--- config.mk ---
export PLATFORM = sky130hd
export DESIGN_NAME = cs_addsub
export DESIGN_NICKNAME = d
export VERILOG_FILES = /design/src/rtl/cs_addsub_pkg.sv /design/src/rtl/cs_bitcell.sv /design/src/rtl/cs_segment.sv /design/src/rtl/cs_outstage.sv /design/src/rtl/cs_addsub.sv
export SDC_FILE = /design/constraint.sdc
export NUM_CORES = 1
export LEC_CHECK = 0
export BUFFER_PORTS_ARGS = -buffer_cell sky130_fd_sc_hd__buf_2
export CAP_MARGIN = 10
export CORE_UTILIZATION = 50
export DETAILED_ROUTE_END_ITERATION = 6
export PLACE_DENSITY = 0.82
export REMOVE_ABC_BUFFERS = 1
export SLEW_MARGIN = 20
export SYNTH_ARGS = -nofsm -noshare
export SYNTH_HDL_FRONTEND = slang
export SYNTH_HIERARCHICAL = 1
export SYNTH_SLANG_ARGS = --single-unit
--- constraint.sdc ---
create_clock -name clk -period 6.2 [get_ports clk]
set_clock_uncertainty 0.05 [all_clocks]
set_input_delay 0.93 -clock clk [delete_from_list [all_inputs] [get_ports clk]]
set_output_delay 0.93 -clock clk [all_outputs]
set_load 0.01 [all_outputs]
--- src/rtl/cs_addsub_pkg.sv ---
package cs_addsub_pkg;

  // What the output stage does at the next edge
  typedef enum logic [1:0] {
    OUT_HOLD    = 2'd0,
    OUT_CLEAR   = 2'd1,
    OUT_LOAD    = 2'd2,
    OUT_CAPTURE = 2'd3
  } outsel_e;

  // Number of segments needed to cover a given width
  function automatic int num_segs(input int width, input int seg);
    return (width + seg - 1) / seg;
  endfunction

endpackage

--- src/rtl/cs_bitcell.sv ---
// One bit with two carry chains: one assumes carry 0, the other carry 1.
// A cell below the chain start only passes A and both carries through.
module cs_bitcell #(
  parameter bit ACTIVE = 1'b1
) (
  input  logic a,
  input  logic bx,
  input  logic ci0,
  input  logic ci1,
  output logic s0,
  output logic s1,
  output logic co0,
  output logic co1
);

  generate
    if (ACTIVE) begin : g_act
      logic p;
      assign p   = a ^ bx;
      assign s0  = p ^ ci0;
      assign s1  = p ^ ci1;
      assign co0 = (a & bx) | (ci0 & p);
      assign co1 = (a & bx) | (ci1 & p);
    end else begin : g_pass
      assign s0  = a;
      assign s1  = a;
      assign co0 = ci0;
      assign co1 = ci1;
    end
  endgenerate

endmodule

--- src/rtl/cs_segment.sv ---
// One segment: two ripple chains, then the incoming carry picks one.
module cs_segment #(
  parameter int LEN          = 5,
  parameter int FIRST_ACTIVE = 0
) (
  input  logic [LEN-1:0] a,
  input  logic [LEN-1:0] bx,
  input  logic           cin,
  output logic [LEN-1:0] sum,
  output logic           cout,
  output logic           cmsb
);

  logic [LEN:0]   c0, c1;
  logic [LEN-1:0] s0, s1;

  assign c0[0] = 1'b0;
  assign c1[0] = 1'b1;

  generate
    for (genvar i = 0; i < LEN; i++) begin : g_bit
      cs_bitcell #(.ACTIVE(i >= FIRST_ACTIVE)) u_cell (
        .a   (a[i]),
        .bx  (bx[i]),
        .ci0 (c0[i]),
        .ci1 (c1[i]),
        .s0  (s0[i]),
        .s1  (s1[i]),
        .co0 (c0[i+1]),
        .co1 (c1[i+1])
      );
    end
  endgenerate

  assign sum  = cin ? s1 : s0;
  assign cout = cin ? c1[LEN] : c0[LEN];
  assign cmsb = cin ? c1[LEN-1] : c0[LEN-1];

  // a carry made with carry-in 0 must also be made with carry-in 1
  always_comb begin
    chain_order_chk: assert (!(c0[LEN] && !c1[LEN]));
  end

endmodule

--- src/rtl/cs_outstage.sv ---
// Registered output with enable. Clear beats load, and load beats capture.
module cs_outstage
  import cs_addsub_pkg::*;
#(
  parameter int W = 16
) (
  input  logic         clk,
  input  logic         rst,
  input  logic         en,
  input  logic         sclr,
  input  logic         sload,
  input  logic [W-1:0] d,
  input  logic         dc,
  input  logic         dv,
  input  logic [W-1:0] ld,
  output logic [W-1:0] q,
  output logic         qc,
  output logic         qv
);

  outsel_e sel;

  always_comb begin
    if (!en)        sel = OUT_HOLD;
    else if (sclr)  sel = OUT_CLEAR;
    else if (sload) sel = OUT_LOAD;
    else            sel = OUT_CAPTURE;
  end

  always_ff @(posedge clk) begin
    if (rst) begin
      q  <= '0;
      qc <= 1'b0;
      qv <= 1'b0;
    end else begin
      unique case (sel)
        OUT_CLEAR: begin
          q  <= '0;
          qc <= 1'b0;
          qv <= 1'b0;
        end
        OUT_LOAD: begin
          q  <= ld;
          qc <= 1'b0;
          qv <= 1'b0;
        end
        OUT_CAPTURE: begin
          q  <= d;
          qc <= dc;
          qv <= dv;
        end
        default: ;
      endcase
    end
  end


  clr_prio_chk: assert property (@(posedge clk) disable iff (rst)
    (en && sclr) |=> (q == '0 && !qc && !qv));


  load_chk: assert property (@(posedge clk) disable iff (rst)
    (en && !sclr && sload) |=> (q == $past(ld) && !qc && !qv));


  hold_chk: assert property (@(posedge clk) disable iff (rst)
    (!en) |=> ($stable(q) && $stable(qc) && $stable(qv)));


  rst_clear_chk: assert property (@(posedge clk)
    rst |=> (q == '0 && !qc && !qv));

endmodule

--- src/rtl/cs_addsub.sv ---
module cs_addsub
  import cs_addsub_pkg::*;
#(
  parameter int WIDTH   = 16,
  parameter int SEG     = 5,
  parameter int START   = 0,
  parameter bit REG_OUT = 1'b1
) (
  input  logic             clk,
  input  logic             rst,
  input  logic [WIDTH-1:0] a,
  input  logic [WIDTH-1:0] b,
  input  logic             sub,
  input  logic             cin,
  input  logic             en,
  input  logic             sclr,
  input  logic             sload,
  input  logic [WIDTH-1:0] load_val,
  output logic [WIDTH-1:0] result,
  output logic             cout,
  output logic             ovf
);

  localparam int NSEG = num_segs(WIDTH, SEG);
  localparam int CW   = WIDTH - START;

  logic             c_first;
  logic [WIDTH-1:0] bx;
  logic [WIDTH-1:0] sum_c;
  logic [NSEG:0]    seg_c;
  logic [NSEG-1:0]  seg_msb;
  logic             cout_c, ovf_c;

  // The add/subtract control reaches only the first carry and the B inversion
  assign c_first  = sub ^ cin;
  assign bx       = b ^ {WIDTH{sub}};
  assign seg_c[0] = c_first;

  generate
    for (genvar k = 0; k < NSEG; k++) begin : g_seg
      localparam int LO  = k * SEG;
      localparam int LEN = (LO + SEG <= WIDTH) ? SEG : WIDTH - LO;
      localparam int REL = START - LO;
      localparam int FA  = (REL < 0) ? 0 : ((REL > LEN) ? LEN : REL);

      cs_segment #(.LEN(LEN), .FIRST_ACTIVE(FA)) u_seg (
        .a    (a[LO +: LEN]),
        .bx   (bx[LO +: LEN]),
        .cin  (seg_c[k]),
        .sum  (sum_c[LO +: LEN]),
        .cout (seg_c[k+1]),
        .cmsb (seg_msb[k])
      );
    end
  endgenerate

  assign cout_c = seg_c[NSEG];
  assign ovf_c  = seg_c[NSEG] ^ seg_msb[NSEG-1];

  // Behavioural reference, used only by the assertions
  logic [CW:0] ref_full;
  assign ref_full = {1'b0, a[WIDTH-1:START]} + {1'b0, bx[WIDTH-1:START]}
                  + {{CW{1'b0}}, c_first};

  generate
    if (REG_OUT) begin : g_reg
      cs_outstage #(.W(WIDTH)) u_out (
        .clk   (clk),
        .rst   (rst),
        .en    (en),
        .sclr  (sclr),
        .sload (sload),
        .d     (sum_c),
        .dc    (cout_c),
        .dv    (ovf_c),
        .ld    (load_val),
        .q     (result),
        .qc    (cout),
        .qv    (ovf)
      );


      sum_chk: assert property (@(posedge clk) disable iff (rst)
        (en && !sclr && !sload) |=>
          (result[WIDTH-1:START] == $past(ref_full[CW-1:0])));


      cout_chk: assert property (@(posedge clk) disable iff (rst)
        (en && !sclr && !sload) |=> (cout == $past(ref_full[CW])));


      ovf_chk: assert property (@(posedge clk) disable iff (rst)
        (en && !sclr && !sload) |=>
          (ovf == $past((a[WIDTH-1] == bx[WIDTH-1]) &&
                        (ref_full[CW-1] != a[WIDTH-1]))));

      if (START > 0) begin : g_low

        pass_low_chk: assert property (@(posedge clk) disable iff (rst)
          (en && !sclr && !sload) |=>
            (result[START-1:0] == $past(a[START-1:0])));
      end
    end else begin : g_comb
      assign result = sum_c;
      assign cout   = cout_c;
      assign ovf    = ovf_c;
    end
  endgenerate

endmodule

==> flow_summary_export.csv <==
group,metric,value,unit
status,status,"finished clean",
clocking,ctsRootBufferMaster,"clkbuf_8",
hold_path,holdCritPathClass,"flip-flop to flip-flop",
timing,worst_pin_slew,0.8418,ns
route,wl,3907,µm
clocking,htreeDepth,1,
grt,grt_start_max_net_pins,19,
floorplanning,chipWidth,64.56,µm
hold_path,timing.hold.worst_path_depth,2,
placed_design,place_congestion,0.7633,
finish,final_nets,301,
clocking,cts_tree,"built",
timing,postLayoutSetupSlackWorst,1.362,ns
clocking,cts_buffers,3,
route,ant_nets,0,
grt,grt_pass1_wl,6603,µm
logic_synthesis,syn-cell-area,0.001957,mm²
placed_design,dp_hpwl,3234,µm
timing,max_clock_freq,206.7,MHz
critical_path,crit_arrival,4.99,ns
power_and_ir_drop,p_leak,0.001114,µW
clocking,clock_latency,0.25,ns
critical_path,ff2ff_path_depth,1,
grt,antenna_found_initial,0,
floorplanning,die_y,64.56,µm
critical_path,cp-end-kind,"flip-flop",
timing,rsz0062_at_grt,"false",
floorplanning,io_pins,73,
timing,tns,0,ns
critical_path,cp_max_fo,6,
timing,drv_slew,0,
route,wl_per_cell,14.97,µm
route,viasPerCell,5.084,
timing,period_share,0.7804,
logic_synthesis,synth.avg_cell_area,13.31,µm²
floorplanning,coreArea,0.003716,mm²
clocking,ctsHoldBuffers,0,
logic_synthesis,yosys_warnings,6,
timing,fin_crit,4.838,ns
route,vias,1327,
route,first_iter_violations,42,
timing,relSlewSlack,0.4369,
grt,grt_pass1_vias,1470,
floorplanning,dieArea,0.004168,mm²
flow_run,drv_cap,0,
placed_design,port_buffers,72,
finish,drive_gt1_frac,0.4695,
placed_design,pre_cts_ws,1.098,ns
logic_synthesis,syn_inst,147,
critical_path,critPathLaunchType,"primary input",
clocking,path_clk_slew,0.08,ns
clocking,cts.sinks,18,
route,firstDrtPassIters,5,
power_and_ir_drop,irDropWorstVdd,0.08807,mV
timing,final_hold_viol_count,0,
critical_path,path_class,"primary input to flip-flop",
critical_path,required,6.35,ns
timing,setup_viol,0,
clocking,cts-resized-gates,0,
clocking,clock_path_buffers,2,
floorplanning,row_count,22,
power_and_ir_drop,p_per_area,200.7,mW/mm²
grt,gr-total-overflow,0,
finish,diodes,0,
finish,n_fill_cell,327,
route,drc,0,
grt,track_usage,0.2101,
clocking,post_cts_buffers,0,
finish,area_delta_synth_final,19.05,%
floorplanning,start_util,0.5266,
-- power breakdown --
part | internal (µW) | leakage, µW | total (µW) | switching [µW]
clock | 56.5 | 0.0000288 | 101 | 44.5
sequential | 124 | 0.000147 | 128 | 4.72
combinational | 133 | 0.000938 | 238 | 105
-- metal layers --
layer,vias to the layer above,share of wire,global-route usage
li1,623,-,-
met1,669,0.41,0.2336
met2,35,0.56,0.4197
met3,0,0.038,0.03169
met4,0,0,0.03333
met5,-,0,0
-- through the flow --
stage / hold slack, ns / cells / area, µm² / power [µW] / util
2_1_floorplan: 0.4384 / 136 / 1844 / 298.5 / -
3_3_place_gp: 0.3902 / 257 / 2272 / 357.0 / 0.6114
3_5_place_dp: 0.4001 / 257 / 2272 / 370.3 / 0.6114
4_1_cts: 0.4202 / 261 / 2327 / 470.7 / 0.6263
5_1_grt: 0.4356 / 261 / 2330 / 506.3 / 0.6269
6_report: 0.4157 / 261 / 2330 / 467.5 / 0.6269
-- state kept, by name, indices dropped and copies added, names as in the netlist --
register        cells
g_reg.u_out/qc      1
g_reg.u_out/q      16
g_reg.u_out/qv      1
-- layout by cell type, fill, tap and decap left out --
master	n
buf_2	72
fa_1	32
xor2_1	18
dfxtp_1	18
mux2_4	18
mux2i_1	16
o2bb2ai_1	16
conb_1	8
clkbuf_8	4
nand4bb_1	2
nand2b_2	2
a21oi_1	2
mux2_2	2
nor2_2	1
or3b_1	1
buf_4	1
-- final timing paths --
path	startpoint	endpoint	slack (ns)
setup reg to reg	g_reg.u_out/q[9]	g_reg.u_out/q[9]	5.56
hold reg to reg	g_reg.u_out/qc	g_reg.u_out/qc	0.42
setup / recovery	sub	g_reg.u_out/qv	1.36
hold / removal	g_reg.u_out/qc	g_reg.u_out/qc	0.42
-- final cells by class --
type	count	area, µm²	share of cell area
clock buffer	4	55.05	0.02363
multi-input combinational	118	1486	0.6380
sequential	18	360.3	0.1547
tap	48	60.06	0.02578
timing repair buffer	73	367.9	0.1579
-- worst max-delay path: stages --
cell	delay, ns
buf_2	0.12
xor2_1	0.20
fa_1	0.43
fa_1	0.39
fa_1	0.38
fa_1	0.40
fa_1	0.38
mux2_4	0.35
mux2_4	0.38
mux2_4	0.34
mux2_2	0.30
xor2_1	0.16
nand4bb_1	0.12
a21oi_1	0.13
Note: power is estimated with default switching activity, not from simulation.
